==> src/rtl/oc_gpio_pkg.sv <==
package oc_gpio_pkg;

  typedef enum logic [1:0] {
    PG_NONE = 2'd0,
    PG_POL  = 2'd1,
    PG_ENA  = 2'd2,
    PG_FLAG = 2'd3
  } page_e;

endpackage

==> src/rtl/oc_gpio_sync.sv <==
module oc_gpio_sync #(
  parameter int W = 48
) (
  input  logic         clk,
  input  logic         rst_n,
  input  logic [W-1:0] d_i,
  output logic [W-1:0] q_o
);

  logic [W-1:0] meta_q;
  logic [W-1:0] stab_q;

  always_ff @(posedge clk or negedge rst_n) begin
    if (!rst_n) begin
      meta_q <= '0;
      stab_q <= '0;
    end else begin
      meta_q <= d_i;
      stab_q <= meta_q;
    end
  end

  assign q_o = stab_q;

endmodule

==> src/rtl/oc_gpio_port.sv <==
module oc_gpio_port #(
  parameter int W = 8
) (
  input  logic         clk,
  input  logic         rst_n,
  input  logic         we_i,
  input  logic         lock_i,
  input  logic [W-1:0] wdata_i,
  output logic [W-1:0] q_o
);

  logic [W-1:0] latch_q;
  logic [W-1:0] latch_d;
  logic         latch_en;

  always_comb begin
    latch_en = we_i && !lock_i;
    latch_d  = latch_en ? wdata_i : latch_q;
  end

  always_ff @(posedge clk or negedge rst_n) begin
    if (!rst_n) begin
      latch_q <= '0;
    end else if (latch_en) begin
      latch_q <= latch_d;
    end
  end

  assign q_o = latch_q;

endmodule

==> src/rtl/oc_gpio_paged.sv <==
module oc_gpio_paged
  import oc_gpio_pkg::*;
#(
  parameter int W     = 8,
  parameter int BYTES = 3,
  localparam int N    = W * BYTES
) (
  input  logic             clk,
  input  logic             rst_n,
  input  logic [BYTES-1:0] wsel_i,
  input  page_e            page_i,
  input  logic [W-1:0]     wdata_i,
  input  logic [N-1:0]     set_i,
  output logic [N-1:0]     pol_o,
  output logic [N-1:0]     ena_o,
  output logic [N-1:0]     flag_o
);

  for (genvar b = 0; b < BYTES; b++) begin : gen_byte
    logic [W-1:0] pol_q, pol_d;
    logic [W-1:0] ena_q, ena_d;
    logic [W-1:0] flg_q, flg_d;
    logic [W-1:0] hit;

    always_comb begin
      hit   = set_i[b*W +: W] & ena_q;
      pol_d = pol_q;
      ena_d = ena_q;
      flg_d = flg_q;
      if (wsel_i[b] && page_i == PG_POL) pol_d = wdata_i;
      if (wsel_i[b] && page_i == PG_ENA) ena_d = wdata_i;
      if (wsel_i[b] && page_i == PG_FLAG) flg_d = wdata_i;
      flg_d = flg_d | hit;
    end

    always_ff @(posedge clk or negedge rst_n) begin
      if (!rst_n) begin
        pol_q <= '0;
        ena_q <= '0;
        flg_q <= '0;
      end else begin
        pol_q <= pol_d;
        ena_q <= ena_d;
        flg_q <= flg_d;
      end
    end

    assign pol_o[b*W +: W]  = pol_q;
    assign ena_o[b*W +: W]  = ena_q;
    assign flag_o[b*W +: W] = flg_q;
  end

endmodule

==> src/rtl/oc_gpio_bank.sv <==
module oc_gpio_bank
  import oc_gpio_pkg::*;
#(
  parameter int PORT_W    = 8,
  parameter int NUM_PORTS = 6,
  parameter int EVT_BYTES = 3,
  parameter int ADR_W     = 4,
  localparam int LINES     = PORT_W * NUM_PORTS,
  localparam int EVT_LINES = PORT_W * EVT_BYTES
) (
  input  logic                 clk,
  input  logic                 rst_n,
  input  logic [ADR_W-1:0]     addr_i,
  input  logic [PORT_W-1:0]    wdata_i,
  input  logic                 wr_i,
  input  logic                 rd_i,
  output logic [PORT_W-1:0]    rdata_o,
  input  logic [LINES-1:0]     pad_in_i,
  output logic [LINES-1:0]     pad_pulldn_o,
  output logic [LINES-1:0]     pad_sync_o,
  input  logic [EVT_LINES-1:0] evt_set_i,
  output logic [EVT_LINES-1:0] evt_pol_o,
  output logic [EVT_LINES-1:0] evt_ena_o,
  output logic                 irq_o
);

  localparam int ADR_PEND  = NUM_PORTS;
  localparam int ADR_PGLK  = NUM_PORTS + 1;
  localparam int ADR_PAGED = NUM_PORTS + 2;

  logic [NUM_PORTS-1:0] port_we;
  logic [EVT_BYTES-1:0] paged_we;
  logic                 pglk_we;
  page_e                page_q, page_d;
  logic [NUM_PORTS-1:0] lock_q, lock_d;
  logic [EVT_LINES-1:0] flag;
  logic [PORT_W-1:0]    rd_d;
  logic [PORT_W-1:0]    rdata_q, rdata_d;

  // Address decode of write strobes
  always_comb begin
    for (int p = 0; p < NUM_PORTS; p++) begin
      port_we[p] = wr_i && (addr_i == ADR_W'(p));
    end
    for (int b = 0; b < EVT_BYTES; b++) begin
      paged_we[b] = wr_i && (addr_i == ADR_W'(ADR_PAGED + b));
    end
    pglk_we = wr_i && (addr_i == ADR_W'(ADR_PGLK));
  end

  // Page / lock register
  always_comb begin
    page_d = page_q;
    lock_d = lock_q;
    if (pglk_we) begin
      page_d = page_e'(wdata_i[PORT_W-1 -: 2]);
      lock_d = wdata_i[NUM_PORTS-1:0];
    end
  end

  always_ff @(posedge clk or negedge rst_n) begin
    if (!rst_n) begin
      page_q <= PG_NONE;
      lock_q <= '0;
    end else if (pglk_we) begin
      page_q <= page_d;
      lock_q <= lock_d;
    end
  end

  // Pad synchronizer
  oc_gpio_sync #(.W(LINES)) u_sync (
    .clk   (clk),
    .rst_n (rst_n),
    .d_i   (pad_in_i),
    .q_o   (pad_sync_o)
  );

  // Port latches
  for (genvar p = 0; p < NUM_PORTS; p++) begin : gen_port
    oc_gpio_port #(.W(PORT_W)) u_port (
      .clk     (clk),
      .rst_n   (rst_n),
      .we_i    (port_we[p]),
      .lock_i  (lock_q[p]),
      .wdata_i (wdata_i),
      .q_o     (pad_pulldn_o[p*PORT_W +: PORT_W])
    );
  end

  // Paged polarity / enable / flag banks
  oc_gpio_paged #(.W(PORT_W), .BYTES(EVT_BYTES)) u_paged (
    .clk     (clk),
    .rst_n   (rst_n),
    .wsel_i  (paged_we),
    .page_i  (page_q),
    .wdata_i (wdata_i),
    .set_i   (evt_set_i),
    .pol_o   (evt_pol_o),
    .ena_o   (evt_ena_o),
    .flag_o  (flag)
  );

  // Read mux
  always_comb begin
    rd_d = '0;
    for (int p = 0; p < NUM_PORTS; p++) begin
      if (addr_i == ADR_W'(p)) rd_d = ~pad_sync_o[p*PORT_W +: PORT_W];
    end
    if (addr_i == ADR_W'(ADR_PEND)) begin
      for (int b = 0; b < EVT_BYTES; b++) begin
        rd_d[b] = |flag[b*PORT_W +: PORT_W];
      end
    end
    if (addr_i == ADR_W'(ADR_PGLK)) rd_d = PORT_W'({page_q, lock_q});
    for (int b = 0; b < EVT_BYTES; b++) begin
      if (addr_i == ADR_W'(ADR_PAGED + b)) begin
        unique case (page_q)
          PG_POL:  rd_d = evt_pol_o[b*PORT_W +: PORT_W];
          PG_ENA:  rd_d = evt_ena_o[b*PORT_W +: PORT_W];
          PG_FLAG: rd_d = flag[b*PORT_W +: PORT_W];
          default: rd_d = '0;
        endcase
      end
    end
  end

  always_comb rdata_d = rd_i ? rd_d : rdata_q;

  always_ff @(posedge clk or negedge rst_n) begin
    if (!rst_n) begin
      rdata_q <= '0;
    end else if (rd_i) begin
      rdata_q <= rdata_d;
    end
  end

  assign rdata_o = rdata_q;
  assign irq_o   = |flag;

endmodule

==> config.mk <==
export PLATFORM = sky130hd
export DESIGN_NAME = oc_gpio_bank
export DESIGN_NICKNAME = d
export VERILOG_FILES = /design/src/rtl/oc_gpio_pkg.sv /design/src/rtl/oc_gpio_sync.sv /design/src/rtl/oc_gpio_port.sv /design/src/rtl/oc_gpio_paged.sv /design/src/rtl/oc_gpio_bank.sv
export SDC_FILE = /design/constraint.sdc
export NUM_CORES = 1
export LEC_CHECK = 0
export BUFFER_PORTS_ARGS = -buffer_cell sky130_fd_sc_hd__buf_2
export CAP_MARGIN = 20
export CELL_PAD_IN_SITES_DETAIL_PLACEMENT = 1
export CELL_PAD_IN_SITES_GLOBAL_PLACEMENT = 1
export CORE_MARGIN = 2
export CORE_UTILIZATION = 38
export CTS_BUF_LIST = sky130_fd_sc_hd__clkbuf_16
export DETAILED_ROUTE_END_ITERATION = 10
export PLACE_DENSITY_LB_ADDON = 0.1
export SLEW_MARGIN = 5
export SYNTH_ARGS = -nofsm -noshare
export SYNTH_HDL_FRONTEND = slang
export SYNTH_SLANG_ARGS = --single-unit
==> constraint.sdc <==
create_clock -name clk -period 1.92 [get_ports clk]
set_clock_uncertainty 0.15 [all_clocks]
set_input_delay 0.288 -clock clk [delete_from_list [all_inputs] [get_ports clk]]
set_output_delay 0.288 -clock clk [all_outputs]
set_load 0.05 [all_outputs]
==> out/results.ini, run 1 <==
[yosys]
synth_flop_cell = dfrtp_1
ys_ff_latch = 232
synth_compound_area_share_pct = 9.083
synth_edf_count = 0
synth_mux_area_share_pct = 18.24
async_flop_share_pct = 100.0
synth-xor-area-share_pct = 0
netlist_area_sq_um = 9188
synth_cell_types = 55
syn_inst = 634
syn_area_per_cell_sq_um = 14.49
yosysSeqAreaShare_pct = 63.19
synthAdderAreaFrac_pct = 0
synthSimpleGateAreaFrac_pct = 7.163
ys_warn_count = 0
synth_top_family_by_area = multiplexers
syn-num-nets = 722

[layout]
layout-drive-gt1-share_pct = 52.22
layout_common_cells = buf_2, dfrtp_1, mux2_2, dlygate4sd3_1, buf_4
final_common_cell = buf_2
fillers = 2414
n_antenna_cell = 0
ff_latch_area_sq_um = 5807
multiInputGateArea_sq_um = 3362
syn2layout_area_growth_pct = 43.46
nets = 1106
final_core_util_pct = 55.82

[floorplanning]
row_count = 56
die_width_um = 159.5
start_util_pct = 38.91
ioPinCount = 241
die_y_um = 159.5
die_area_sq_um = 25440
core-area_sq_um = 23610

[pwr]
power.net_switching_mw = 5.726
clkPwrFrac_pct = 28.8
p_total_mw = 15.82
p_comb_share_pct = 30.3
swShare_pct = 36.20
power.density_nw_per_um2 = 1200
seq_power_share_pct = 40.9
p_leak_nw = 6.252
ir_drop_mv = 0.6694
cellInternalPower_mw = 10.09

[grt]
grt_use_total_pct = 22.87
grt_pass1_vias = 7828
antenna_found_initial = 1
grt_max_degree = 62
grt_pass1_wl_um = 45750
grt.overflow.total = 0

[critical_path]
worstSetupStartpoint = u_paged.gen_byte[0].flg_q[1]
end_kind = output port
r2r-start = u_paged.gen_byte[0].flg_q[1]
crit_cells = 5
path_delay_family = simple AND/OR/NAND/NOR gates
worstPathMaxFanout = 3
cpPeakStageDelay_ps = 420
worst_ep_required_time_ps = 1480
cp-start-kind = register
path_cells = nor4_2 > buf_4 > and4_4 > nand3_4 > buf_8
crit_arrival_ps = 1910
r2r_cells = 8
slowest_stage = dfrtp_1
critPathBufInv = 2
critical_path_class = reg -> out

[job]
maxCapViolations = 0

[sta]
clock.fmax_mhz = 426.4
finalWorstSetupSlack_ps = -425.0
period_share_pct = 122.1
worst_slew_pin_slew_ps = 448.5
slew_viol_final = 0
rsz0062_at_grt = true
hold_viol_final = 0
finalSetupViolCount = 3
min_period_ps = 2345
maxSlewHeadroom_pct = 70.10

[drt]
drtPass1Iterations = 4
num_vias = 6926
detail_route.vias_per_cell = 5.111
drtIter0Drc = 297
final_antenna_net_count = 0
drt-wirelength-per-cell_um = 21.55
drc_errors = 0
wl_um = 29200

[status]
violations = negative setup slack
status = finished with violations

[cts]
cts.sinks = 232
htree_levels = 1
insertion_delay_ps = 520
cts-root-buf = clkbuf_16
clk_path_buf_depth = 3
cts_buffers = 25
clkTransAtPathRegs_ps = 60
tritoncts = built

[place]
dp_hpwl_um = 20550
pre_cts_ws_ps = -215.7
gp_congestion = 0.8179
numPortBuffers = 240

[hold_path]
holdCritStartpoint = rd_i
worstHoldPathCells = 2
hold_class = in -> reg

final timing paths:
kind	to	slack (ps)
setup / recovery	irq_o	-420
hold / removal	rdata_o[1]	90
setup reg to reg	rdata_o[0]	-240
hold reg to reg	u_sync.q_o[12]	190
max in group asynchronous	u_sync.q_o[21]	810
min in group asynchronous	gen_port[0].u_port.q_o[2]	120
cell families (layout without fill, tap and decap cells):
family,count (synthesis),in the layout
and+or+nand+nor,105,105
DFF,232,232
muxes,144,144
buffers and inverters,41,443
AOI/OAI and AO/OA,112,112
routing by layer:
metal	wire length (um)	vias up	track usage (%)
li1	-	3099	-
met1	12100	3593	28.89
met2	15200	197	40.79
met3	1447	35	4.558
met4	439	2	4.711
met5	13	-	0
synthesized netlist by cell type, drive strengths merged (4+ instances only):
library cell  number  area, sq um
a211oi             6        55.05
a22oi             24        180.2
o21ai             20        100.1
buf               27        161.4
dfrtp            232         5806
nor3               7        46.30
mux2             130         1494
nor4               6        37.54
nand4b             4        41.29
nor2b             24        150.1
mux2i             11        110.1
o32a               5        50.05
nand2b            12        82.58
nand2             21        81.33
a21oi              8        40.04
clkbuf            12        45.04
o22ai             17        106.4
nand3              5        40.04
a221o             16        160.2
nor2              13        78.83
power by group through the flow:
stage	logic, mW	registers (mW)	clock network [mW]
after floorplan	1.44	7.99	0
after detailed placement	4.50	6.45	0
after global placement	4.40	6.42	0
final	4.79	6.47	4.56
after CTS	4.67	6.44	4.69
after global routing	5.05	6.57	4.88
sequential cells by signal, indices dropped and copies added (netlist names):
name	cells
rdata_o	8
gen_port.u_port.q_o	48
u_sync.meta_q	48
page_q	2
u_paged.gen_byte.ena_q	24
lock_q	6
u_sync.q_o	48
u_paged.gen_byte.flg_q	24
u_paged.gen_byte.pol_q	24
per-stage QoR:
| stage | instance area [sq um] | TNS, ps | std cells | hold WS [ps] |
|---|---|---|---|---|
| CTS | 13030 | -799.3 | 1352 | 44.19 |
| global placement | 11330 | -2670 | 1226 | 63.40 |
| floorplan | 9188 | 0 | 634 | -157.6 |
| global route | 13180 | -1053 | 1355 | 82.70 |
| finish | 13180 | -808.4 | 1355 | 86.57 |
| detailed placement | 11330 | -4432 | 1226 | 70.92 |
area by class of cell:
class | count | area share, %
well taps | 319 | 3.028
flip-flops and latches | 232 | 44.06
clock buffers | 25 | 4.747
inverters | 2 | 0.05696
clock inverters | 20 | 1.082
repair buffers | 396 | 21.52
multi-input cells | 361 | 25.51
worst reg2reg max path: cells and delay by family (launching register included):
family	cells	cell delay, ps
compound gates	3	670
simple gates	2	440
flops	1	420
buf+inv	3	370
timing repair:
action	4_1_cts	5_1_grt
hold endpoints to repair	276	0
hold buffers	73	0
endpoints found under the setup margin	8	22
resized for setup	25	30
buffers inserted	8	6
gates cloned	0	1
pin swaps	12	17
(Power assumes the default switching activity.)
==> run 2: changes to the inputs <==
- CELL_PAD_IN_SITES_DETAIL_PLACEMENT: 1 -> not set
- CELL_PAD_IN_SITES_GLOBAL_PLACEMENT: 1 -> not set
- CORE_MARGIN: 2 -> 1
- CORE_UTILIZATION: 38 -> 45
- CTS_CLUSTER_SIZE: not set -> 28
==> run 2 against run 1 <==
Net effect: global-route usage rose by 2.6 points; largest power group unchanged; critical path depth did not move; routed wire length fell by 9.8%; fmax fell by 1.2%; design area fell by 2.1%; core utilization rose by 9.6 points; setup slack got worse by 29 ps; the flow still finishes with violations (negative setup slack); final cell count fell by 4.7%; sequential cell count did not move; critical endpoint unchanged.
==> out/results.ini, run 2 (synthesis gave the netlist of run 1 again) <==
[drt]
dr.max_layer_used = met4
num_vias = 6854
detail_route.vias_per_cell = 5.309
met1_length_um = 10980
drc_errors = 0
wl_um = 26340
routed-wl-met3_um = 1623
final_antenna_net_count = 0
drtIter0Drc = 368
drtPass1Iterations = 5
drt-wirelength-per-cell_um = 20.41
wl_met2_um = 13060

[job]
maxCapViolations = 0

[grt]
grt_use_total_pct = 25.47
grt.overflow.total = 0
grt_pass1_wl_um = 39810
grt_max_degree = 63
antenna_found_initial = 0
grt_pass1_vias = 7118

[layout]
layout-drive-gt1-share_pct = 50.88
final_common_cell = buf_2
syn2layout_area_growth_pct = 40.49
fin_cells = 1291
nets = 1097
n_antenna_cell = 0
layout_common_cells = buf_2, dfrtp_1, mux2_2, dlygate4sd3_1, buf_4

[floorplanning]
core-area_sq_um = 19720
die_area_sq_um = 20990
die_width_um = 144.9
row_count = 51
ioPinCount = 241
start_util_pct = 46.60
die_y_um = 144.9

[sta]
hold_viol_final = 0
worst_slew_pin_slew_ps = 522.8
period_share_pct = 123.6
clock.fmax_mhz = 421.3
tns_ps = -897.8
maxSlewHeadroom_pct = 65.14
finalSetupViolCount = 4
min_period_ps = 2374
rsz0062_at_grt = true
holdWs_ps = 70.85
finalWorstSetupSlack_ps = -453.7
slew_viol_final = 0

[place]
pre_cts_ws_ps = -204.8
dp_hpwl_um = 18500
numPortBuffers = 240
dp.cells = 1168
gp_congestion = 0.8693

[cts]
cts-root-buf = clkbuf_16
cts_buffers = 24
htree_levels = 1
tritoncts = built
insertion_delay_ps = 520
clkTransAtPathRegs_ps = 60
cts.sinks = 232
clk_path_buf_depth = 3

[critical_path]
worstPathMaxFanout = 3
cp-start-kind = register
crit_arrival_ps = 1940
end_kind = output port
worst_ep_required_time_ps = 1480
critical_path_class = reg -> out

[pwr]
cellInternalPower_mw = 9.880
p_leak_nw = 6.166
p_total_mw = 15.49
p_comb_share_pct = 29.7
power.density_nw_per_um2 = 1200
ir_drop_mv = 0.8492
swShare_pct = 36.20
clkPwrFrac_pct = 28.2
power.net_switching_mw = 5.606
seq_power_share_pct = 42.1

[status]
status = finished with violations
violations = negative setup slack

[hold_path]
hold_class = in -> reg

==> run 2: cell count changes in the layout (fill, tap and decap cells not counted), sizes merged <==
cell and change:
bufinv -1, clkinv -3, clkinvlp +2, buf -7, clkbuf -1
==> run 2: power by group through the flow <==
stage | sequential (mW) | combinational (mW) | clock [mW]
after floorplan | 7.99 | 1.44 | 0
after global placement | 6.44 | 4.35 | 0
after detailed placement | 6.47 | 4.43 | 0
after CTS | 6.49 | 4.57 | 4.46
after global routing | 6.60 | 4.86 | 4.66
final | 6.51 | 4.60 | 4.37
==> run 2: what timing repair did <==
| action | 4_1_cts | 5_1_grt |
|---|---|---|
| gates resized for setup | 18 | 17 |
| setup buffers | 1 | 6 |
| gates cloned | 0 | 0 |
| hold buffers | 73 | 0 |
| pin swaps | 10 | 6 |
| endpoints found under the setup margin | 4 | 32 |
| endpoints found under the hold margin | 206 | 0 |
==> run 2: final timing paths <==
path	slack (ps)	cells after the start	from	endpoint
max in group asynchronous	810	3	rst_n	u_sync.q_o[2]
setup reg to reg	-360	11	u_paged.gen_byte[0].flg_q[7]	rdata_o[0]
setup / recovery	-450	5	u_paged.gen_byte[2].flg_q[2]	irq_o
hold / removal	70	2	rd_i	rdata_o[2]
hold reg to reg	190	0	u_sync.meta_q[47]	u_sync.q_o[47]
min in group asynchronous	150	2	rst_n	gen_port[2].u_port.q_o[7]
==> run 2: layout make-up <==
cell class	count	area [sq um]
timing repair buffer	388	2725
clock buffer	25	625.6
sequential	232	5813
inverter	2	7.507
clock inverter	18	115.1
fill	1493	6810
tap	265	331.6
multi-input combinational	361	3289
==> run 2: stage by stage <==
| step | utilization [%] | cell area [sq um] |
|---|---|---|
| after floorplan | - | 9188 |
| after global placement | 56.93 | 11220 |
| after detailed placement | 56.93 | 11220 |
| after CTS | 64.93 | 12800 |
| after global routing | 65.46 | 12910 |
| final | 65.46 | 12910 |
==> run 2: critical path, cell delays in order (launching register included) <==
cell	delay, ps
dfrtp_2	440
nor4_4	350
buf_4	170
and4_1	180
nand3_2	110
buf_6	170
==> run 2: layer usage <==
metal  vias up  GRT usage, %
li1       3077             -
met1      3462         32.52
met2       265         43.47
met3        50         5.298
met4         0         7.867
met5         -             0
